File: config.mk
export PLATFORM = sky130hd
export DESIGN_NAME = clkdiv_sync
export DESIGN_NICKNAME = d
export VERILOG_FILES = /design/src/rtl/clkdiv_pkg.sv /design/src/rtl/cds_sync_edge.sv /design/src/rtl/cds_mode_fsm.sv /design/src/rtl/cds_regs.sv /design/src/rtl/cds_divider.sv /design/src/rtl/clkdiv_sync.sv
export SDC_FILE = /design/constraint.sdc
export NUM_CORES = 1
export LEC_CHECK = 0
export BUFFER_PORTS_ARGS = -buffer_cell sky130_fd_sc_hd__buf_4
export CAP_MARGIN = 20
export CORE_MARGIN = 3
export CORE_UTILIZATION = 43
export DETAILED_ROUTE_END_ITERATION = 8
export PLACE_DENSITY_LB_ADDON = 0.05
export SYNTH_ARGS = -nofsm -noshare
export SYNTH_HDL_FRONTEND = slang
export SYNTH_SLANG_ARGS = --single-unit
File: constraint.sdc
create_clock -name clk -period 1.1 [get_ports clk]
set_input_delay 0.22 -clock clk [delete_from_list [all_inputs] [get_ports clk]]
set_output_delay 0.22 -clock clk [all_outputs]
set_load 0.1 [all_outputs]
File: src/rtl/clkdiv_pkg.sv
package clkdiv_pkg;

    typedef enum logic [1:0] {
        ST_OFF     = 2'd0,
        ST_BLOCKED = 2'd1,
        ST_CONT    = 2'd2,
        ST_ONCE    = 2'd3
    } sync_mode_e;

    localparam int unsigned CTRL_ADDR  = 0;
    localparam int unsigned RATIO_ADDR = 1;
    localparam int unsigned STAT_ADDR  = 2;

    localparam int unsigned MASTER_BIT = 0;
    localparam int unsigned GATE_BIT   = 1;
    localparam int unsigned ONCE_BIT   = 2;
    localparam int unsigned CTRL_BITS  = 3;

    function automatic sync_mode_e classify_mode(input logic m, input logic g, input logic o);
        if (!m)
            return ST_OFF;
        else if (!g)
            return ST_BLOCKED;
        else if (o)
            return ST_ONCE;
        else
            return ST_CONT;
    endfunction

endpackage

File: src/rtl/cds_sync_edge.sv
module cds_sync_edge #(
    parameter int unsigned STAGES = 2
) (
    input  logic clk,
    input  logic rst,
    input  logic enable,
    input  logic sync_in,
    output logic rise_o
);
    localparam int unsigned DEPTH = STAGES + 1;

    logic [DEPTH-1:0] pipe_q;

    generate
        for (genvar g = 0; g < DEPTH; g++) begin : g_stage
            if (g == 0) begin : g_first
                always_ff @(posedge clk) begin
                    if (rst || !enable)
                        pipe_q[0] <= 1'b0;
                    else
                        pipe_q[0] <= sync_in;
                end
            end else begin : g_next
                always_ff @(posedge clk) begin
                    if (rst || !enable)
                        pipe_q[g] <= 1'b0;
                    else
                        pipe_q[g] <= pipe_q[g-1];
                end
            end
        end
    endgenerate

    // newest synchronised sample high, one older sample low
    assign rise_o = pipe_q[STAGES-1] & ~pipe_q[STAGES];

endmodule

File: src/rtl/cds_mode_fsm.sv
module cds_mode_fsm
    import clkdiv_pkg::*;
(
    input  logic       clk,
    input  logic       rst,
    input  logic       master_d,
    input  logic       gate_d,
    input  logic       once_d,
    input  logic       edge_rise,
    output logic       realign,
    output logic       once_fire,
    output sync_mode_e state_o
);
    sync_mode_e state_q;
    sync_mode_e state_d;

    always_comb begin
        state_d = classify_mode(master_d, gate_d, once_d);
    end

    always_ff @(posedge clk) begin
        if (rst)
            state_q <= ST_OFF;
        else
            state_q <= state_d;
    end

    always_comb begin
        realign   = 1'b0;
        once_fire = 1'b0;
        unique case (state_q)
            ST_OFF: begin
                realign   = 1'b0;
                once_fire = 1'b0;
            end
            ST_BLOCKED: begin
                realign   = 1'b0;
                once_fire = 1'b0;
            end
            ST_CONT: begin
                realign   = edge_rise;
                once_fire = 1'b0;
            end
            ST_ONCE: begin
                realign   = edge_rise;
                once_fire = edge_rise;
            end
        endcase
    end

    assign state_o = state_q;

endmodule

File: src/rtl/cds_regs.sv
module cds_regs
    import clkdiv_pkg::*;
#(
    parameter int unsigned ADDR_W  = 2,
    parameter int unsigned DATA_W  = 8,
    parameter int unsigned RATIO_W = 3
) (
    input  logic               clk,
    input  logic               rst,
    input  logic               wr_en,
    input  logic [ADDR_W-1:0]  addr,
    input  logic [DATA_W-1:0]  wdata,
    input  logic               auto_clr_gate,
    input  logic               realign_set,
    output logic [DATA_W-1:0]  rdata,
    output logic               master_q,
    output logic               gate_q,
    output logic               once_q,
    output logic               master_d,
    output logic               gate_d,
    output logic               once_d,
    output logic [RATIO_W-1:0] ratio_q,
    output logic               sticky_q
);
    localparam int unsigned LOW_W = (RATIO_W > CTRL_BITS) ? RATIO_W : CTRL_BITS;

    logic ctrl_wr;
    logic ratio_wr;
    logic stat_wr;
    logic unused_wdata;

    assign ctrl_wr  = wr_en && (addr == ADDR_W'(CTRL_ADDR));
    assign ratio_wr = wr_en && (addr == ADDR_W'(RATIO_ADDR));
    assign stat_wr  = wr_en && (addr == ADDR_W'(STAT_ADDR));
    assign unused_wdata = ^wdata[DATA_W-1:LOW_W];

    always_comb begin
        master_d = master_q;
        gate_d   = gate_q;
        once_d   = once_q;
        if (auto_clr_gate)
            gate_d = 1'b0;
        if (ctrl_wr) begin
            master_d = wdata[MASTER_BIT];
            gate_d   = wdata[GATE_BIT];
            once_d   = wdata[ONCE_BIT];
        end
    end

    always_ff @(posedge clk) begin
        if (rst) begin
            master_q <= 1'b0;
            gate_q   <= 1'b0;
            once_q   <= 1'b0;
        end else begin
            master_q <= master_d;
            gate_q   <= gate_d;
            once_q   <= once_d;
        end
    end

    always_ff @(posedge clk) begin
        if (rst)
            ratio_q <= '0;
        else if (ratio_wr)
            ratio_q <= wdata[RATIO_W-1:0];
    end

    always_ff @(posedge clk) begin
        if (rst)
            sticky_q <= 1'b0;
        else if (realign_set)
            sticky_q <= 1'b1;
        else if (stat_wr && wdata[0])
            sticky_q <= 1'b0;
    end

    always_comb begin
        rdata = '0;
        if (addr == ADDR_W'(CTRL_ADDR)) begin
            rdata[MASTER_BIT] = master_q;
            rdata[GATE_BIT]   = gate_q;
            rdata[ONCE_BIT]   = once_q;
        end else if (addr == ADDR_W'(RATIO_ADDR)) begin
            rdata[RATIO_W-1:0] = ratio_q;
        end else if (addr == ADDR_W'(STAT_ADDR)) begin
            rdata[0] = sticky_q;
        end
    end

endmodule

File: src/rtl/cds_divider.sv
module cds_divider #(
    parameter int unsigned RATIO_W = 3
) (
    input  logic               clk,
    input  logic               rst,
    input  logic               realign,
    input  logic [RATIO_W-1:0] ratio_m1,
    output logic               en_o
);
    logic [RATIO_W-1:0] cnt_q;

    always_ff @(posedge clk) begin
        if (rst)
            cnt_q <= '0;
        else if (realign)
            cnt_q <= '0;
        else if (cnt_q >= ratio_m1)
            cnt_q <= '0;
        else
            cnt_q <= cnt_q + 1'b1;
    end

    assign en_o = (cnt_q == '0);

endmodule

File: src/rtl/clkdiv_sync.sv
module clkdiv_sync
    import clkdiv_pkg::*;
#(
    parameter int unsigned ADDR_W      = 2,
    parameter int unsigned DATA_W      = 8,
    parameter int unsigned RATIO_W     = 3,
    parameter int unsigned SYNC_STAGES = 2
) (
    input  logic              clk,
    input  logic              rst,
    input  logic              wr_en,
    input  logic [ADDR_W-1:0] reg_addr,
    input  logic [DATA_W-1:0] reg_wdata,
    output logic [DATA_W-1:0] reg_rdata,
    input  logic              sync_in,
    output logic              div_en_o,
    output logic              realign_o,
    output logic              sticky_o
);
    logic               ctrl_master;
    logic               ctrl_gate;
    logic               ctrl_once;
    logic               master_d;
    logic               gate_d;
    logic               once_d;
    logic [RATIO_W-1:0] ratio_m1;
    logic               edge_rise;
    logic               realign;
    logic               once_fire;
    logic               realign_q;
    sync_mode_e         mode;
    logic               unused_mode;

    assign unused_mode = ^mode;

    cds_regs #(
        .ADDR_W (ADDR_W),
        .DATA_W (DATA_W),
        .RATIO_W(RATIO_W)
    ) u_regs (
        .clk          (clk),
        .rst          (rst),
        .wr_en        (wr_en),
        .addr         (reg_addr),
        .wdata        (reg_wdata),
        .auto_clr_gate(once_fire),
        .realign_set  (realign),
        .rdata        (reg_rdata),
        .master_q     (ctrl_master),
        .gate_q       (ctrl_gate),
        .once_q       (ctrl_once),
        .master_d     (master_d),
        .gate_d       (gate_d),
        .once_d       (once_d),
        .ratio_q      (ratio_m1),
        .sticky_q     (sticky_o)
    );

    cds_sync_edge #(
        .STAGES(SYNC_STAGES)
    ) u_edge (
        .clk    (clk),
        .rst    (rst),
        .enable (ctrl_master),
        .sync_in(sync_in),
        .rise_o (edge_rise)
    );

    cds_mode_fsm u_fsm (
        .clk      (clk),
        .rst      (rst),
        .master_d (master_d),
        .gate_d   (gate_d),
        .once_d   (once_d),
        .edge_rise(edge_rise),
        .realign  (realign),
        .once_fire(once_fire),
        .state_o  (mode)
    );

    cds_divider #(
        .RATIO_W(RATIO_W)
    ) u_div (
        .clk     (clk),
        .rst     (rst),
        .realign (realign),
        .ratio_m1(ratio_m1),
        .en_o    (div_en_o)
    );

    always_ff @(posedge clk) begin
        if (rst)
            realign_q <= 1'b0;
        else
            realign_q <= realign;
    end

    assign realign_o = realign_q;

endmodule

Word level (Yosys, flattened, before mapping)
Index checks and enable logic that the tools add are counted.

Register bits: 16. Output and inout bits: 11. Word-level logic and storage cells: 53.

Add/subtract/negate cells: 1. Order comparisons: 1. Equality and inequality tests: 5. Multiplexer cells: 14. Bitwise gates (word level): 4. Reductions and logical operators: 16.

Operators with widths (count): $mux 1 (10); $reduce_or 3->1 (3); $eq 2x2->1 const B (3); $reduce_or 2->1 (3); $eq 2x1->1 const B (2); $logic_and 1x1->1 (4); $logic_not 2->1 (2); $pmux 1 s2 (2); $add 3x1->3 const B (1); $ge 3x3->1 (1); $logic_not 3->1 (1); $mux 3 (1); $not 1->1 (3); $mux 2 (1); $reduce_bool 2->1 (1); $and 1x1->1 (1); $logic_not 1->1 (1); $logic_or 1x1->1 (1).

Depth between registers and ports, before layout
Depth after elaboration: 7. Depth in mapped cells: 5. Mapped depth without buffers: 5.

Cells and area by module
From an unflattened synthesis, not the netlist that was laid out.

Cell total of the unflattened synthesis: 83. Area, all modules: 885.8 µm².

By module, submodules not included: cds_regs (times used 1, cells an instance 47, area each 470.5 µm², sequential area each 140.1 µm²); cds_divider (times used 1, cells an instance 20, area each 200.2 µm², sequential area each 60.1 µm²); cds_sync_edge (times used 1, cells an instance 7, area each 92.6 µm², sequential area each 60.1 µm²); cds_mode_fsm (times used 1, cells an instance 7, area each 88.8 µm², sequential area each 40.0 µm²); clkdiv_sync (times used 1, cells an instance 2, area each 33.8 µm², sequential area each 20.0 µm²).

Worst setup path before layout
OpenSTA, ideal clock, no wires.

Path kind: reg-to-output. Start: reg u_regs.sticky_q. End: out reg_rdata[0]. Arrival time: 2642 ps. Setup slack: -1762 ps. Cell stages (with the launch flop): 3. Path buffers: 0. Cell sequence: dfxtp_1 -> mux2i_1 -> o22ai_1.

Cells in the longest elaborated chain, start to end: 3.

Ends and longest elaborated chain: start, declared (RTL line cds_regs.sv:23) `output logic sticky_q`; start signal, assigned (RTL line cds_regs.sv:71) `sticky_q <= 1'b0;`; start signal, assigned (RTL line cds_regs.sv:73) `sticky_q <= 1'b1;`; start signal, assigned (RTL line cds_regs.sv:75) `sticky_q <= 1'b0;`; $mux 1 (RTL line cds_regs.sv:86) `end else if (addr == ADDR_W'(STAT_ADDR)) begin`; $mux 1 (RTL line cds_regs.sv:84) `end else if (addr == ADDR_W'(RATIO_ADDR)) begin`; $mux 3 (RTL line cds_regs.sv:80) `if (addr == ADDR_W'(CTRL_ADDR)) begin`; end, declared (RTL line clkdiv_sync.sv:14) `output logic [DATA_W-1:0] reg_rdata,`.

Every way passes these cells.

Worst setup path after layout
Start: reg u_div.cnt_q[0]. End: out div_en_o.

Cells in the longest elaborated chain, start to end: 1.

Ends and longest elaborated chain: start, declared (RTL line cds_divider.sv:10) `logic [RATIO_W-1:0] cnt_q;`; start signal, assigned (RTL line cds_divider.sv:20) `cnt_q <= cnt_q + 1'b1;`; $logic_not 3->1 (RTL line cds_divider.sv:23) `assign en_o = (cnt_q == '0);`; end, declared (RTL line clkdiv_sync.sv:16) `output logic div_en_o,`.

Every way passes these cells.

==> flow_summary.toml <==
[status]
status = "finished with violations"
violations = "setup timing"

[floorplanning]
ios = 25
num_rows = 14
die_height_um = 48.8
die-area_um2 = 2380
die_w_um = 48.8
initial_core_util = 0.488
core_area_um2 = 1610

[synthesis]
synth_area_um2 = 787
syn_area_per_cell_um2 = 9.15
yosysUniqueCellTypes = 23
yosysSeqAreaShare = 0.407
synth_seq_cells = 16
ys.flop_type = "dfxtp_1"
synth.top_cell.area_share = 0.407
async_flop_share = 0
yosysTopAreaCell = "dfxtp_1"
synth_edf_count = 0
ys_top_cells_by_area = "dfxtp_1, mux2i_1, ha_1"
yosysWarnings = 0
synthCells = 86

[power_and_ir_drop]
powerDensity_nw_per_um2 = 1030
power_frac_seq = 0.472
p_leak_nw = 0.534
p_switching_uw = 377
p_sw_frac = 0.298
p_int_uw = 889
power.total_mw = 1.27
p_clk_frac = 0.308
combPwrFrac = 0.220
ir_worst_vdd_v = 0.000689

[worst_hold_path]
hold_path_depth = 2
hp-class = "in -> reg"

[placed_design]
port_buffers = 14
place_inst = 130
hpwl_um = 1230
gp_congestion = 0.721
dpl-instance-area_um2 = 1010

[timing]
finalSetupTns_ns = -1.24
rsz0062_at_grt = "yes"
post-route-min-period_ns = 1.34
hold_viol = 0
finalMaxSlewViolations = 0
worst_slack_ns = -0.241
finClkSkew_ns = 0.000753
setup_violations = 8
post-route-period-util = 1.22
max_freq_mhz = 746

[layout]
syn_to_final_growth_pct = 56.8
stdcell_area_um2 = 1230
fill_cells = 123
multi_input_area_um2 = 503
regArea_um2 = 335
layout.cells.non_filler = 139
antenna_cells = 0
finalCoreUtilization = 0.766
layout-drive-gt1-share = 0.504
nets = 135

[drt]
vias_per_cell = 4.76
wirelength_um = 1690
drc = 0
detail-route-antenna-nets = 0
routedWlPerCell_um = 12.2
firstDrtPassIters = 4
drtIter0Drc = 5
vias = 661

[cts]
htree_levels = 1
cts_root_buf = "clkbuf_4"
cts_made_buffers = 3
clock_path_buffers = 2
cts_hold_buf = 0
clk_pin_slew_worst_paths_ns = 0.10
cts_tree = "built"
clk_latency_ns = 0.28
cts_sinks = 16

[job]
maxCapViolations = 0

[global_route]
grt_pass1_wl_um = 2950
antenna_found_initial = 0
grt.overflow.total = 0
track_usage = 0.164
first_global_vias = 631
grt_max_degree = 12

[critical_path]
end_kind = "primary output"
critical_path_class = "reg -> out"
cp-start-kind = "flip-flop"
crit_arrival_ns = 1.12
rr_worst_depth = 6
worstPathRequired_ns = 0.88
cp_max_fo = 2
## Yosys cell counts, drive strengths merged (2+ instances only)
master	count
mux2i	8
and2	3
dfxtp	16
o22ai	3
o21ai	2
buf	7
o211ai	2
nor2b	2
ha	5
inv	9
nand3b	2
nor2	12
nand2	6
## kinds of logic after synthesis
family                     Yosys count  synth area share
adders and majority gates            5            0.0795
AOI/OAI and AO/OA                   10            0.0954
buffers and inverters               17             0.124
DFF                                 16             0.407
other                                1           0.00476
muxes                                8             0.102
and+or+nand+nor                     28             0.176
xor gates and xnor gates             1            0.0111
## worst max-delay path, cell delays in order, from the launching register on
cell     delay [ns]
dfxtp_2        0.33
inv_2          0.07
ha_4           0.11
nor2b_4        0.14
buf_12         0.18
## layout make-up
cell class / count / share of cell area
Multi-Input combinational cell: 57 / 0.408
Sequential cell: 16 / 0.272
Timing Repair Buffer: 29 / 0.239
Clock buffer: 4 / 0.0294
Inverter: 9 / 0.0274
Tap cell: 24 / 0.0243
## routing by layer
layer / GRT usage / vias up / wire length [um]
li1: - / 335 / -
met1: 0.209 / 300 / 784
met2: 0.253 / 24 / 792
met3: 0.0398 / 2 / 94
met4: 0.0853 / 0 / 18
met5: 0 / - / 0
## power groups by stage
stage	Combinational, mW	Sequential [mW]	Clock [mW]
2_1_floorplan	0.192	0.607	0
3_5_place_dp	0.241	0.609	0
6_report	0.278	0.598	0.390
5_1_grt	0.294	0.600	0.432
3_3_place_gp	0.238	0.608	0
4_1_cts	0.273	0.596	0.407
## timing repair
| action | 4_1_cts | 5_1_grt |
|---|---|---|
| resized for setup | 26 | 8 |
| endpoints found under the setup margin | 9 | 11 |
| pin swaps | 3 | 3 |
| setup buffers | 4 | 1 |
## placed cells by master, fill, tap and decap left out, types with 3 or more instances in the layout
cell type	count
and2_1	3
buf_12	5
buf_4	21
clkbuf_4	3
conb_1	5
dfxtp_1	6
dfxtp_2	9
ha_4	3
inv_1	7
mux2i_1	5
mux2i_4	3
nand2_1	5
nor2_1	10
## metrics by stage
| step | worst slack (ns) | hold WS (ns) |
|---|---|---|
| after floorplan | -0.331 | 0.342 |
| after global placement | -0.150 | 0.407 |
| after detailed placement | -0.151 | 0.416 |
| after CTS | -0.252 | 0.116 |
| after global routing | -0.305 | 0.128 |
| final | -0.241 | 0.131 |
## sequential cells by signal, summed over array words and instances (netlist names)
name and flops:
u_regs.master_q 1, u_regs.gate_q 1, u_regs.ratio_q 3, u_edge.pipe_q 3, u_regs.sticky_q 1, u_regs.once_q 1, u_div.cnt_q 3, realign_o 1
u_fsm.state_o 2
## final timing paths
| kind | from | endpoint | slack [ns] |
|---|---|---|---|
| max reg2reg | u_div.cnt_q[0] | u_div.cnt_q[2] | -0.15 |
| max | u_div.cnt_q[0] | div_en_o | -0.24 |
| min reg2reg | u_edge.pipe_q[0] | u_edge.pipe_q[1] | 0.44 |
| min | sync_in | u_edge.pipe_q[0] | 0.13 |
Power figures use the tool's default switching activity.
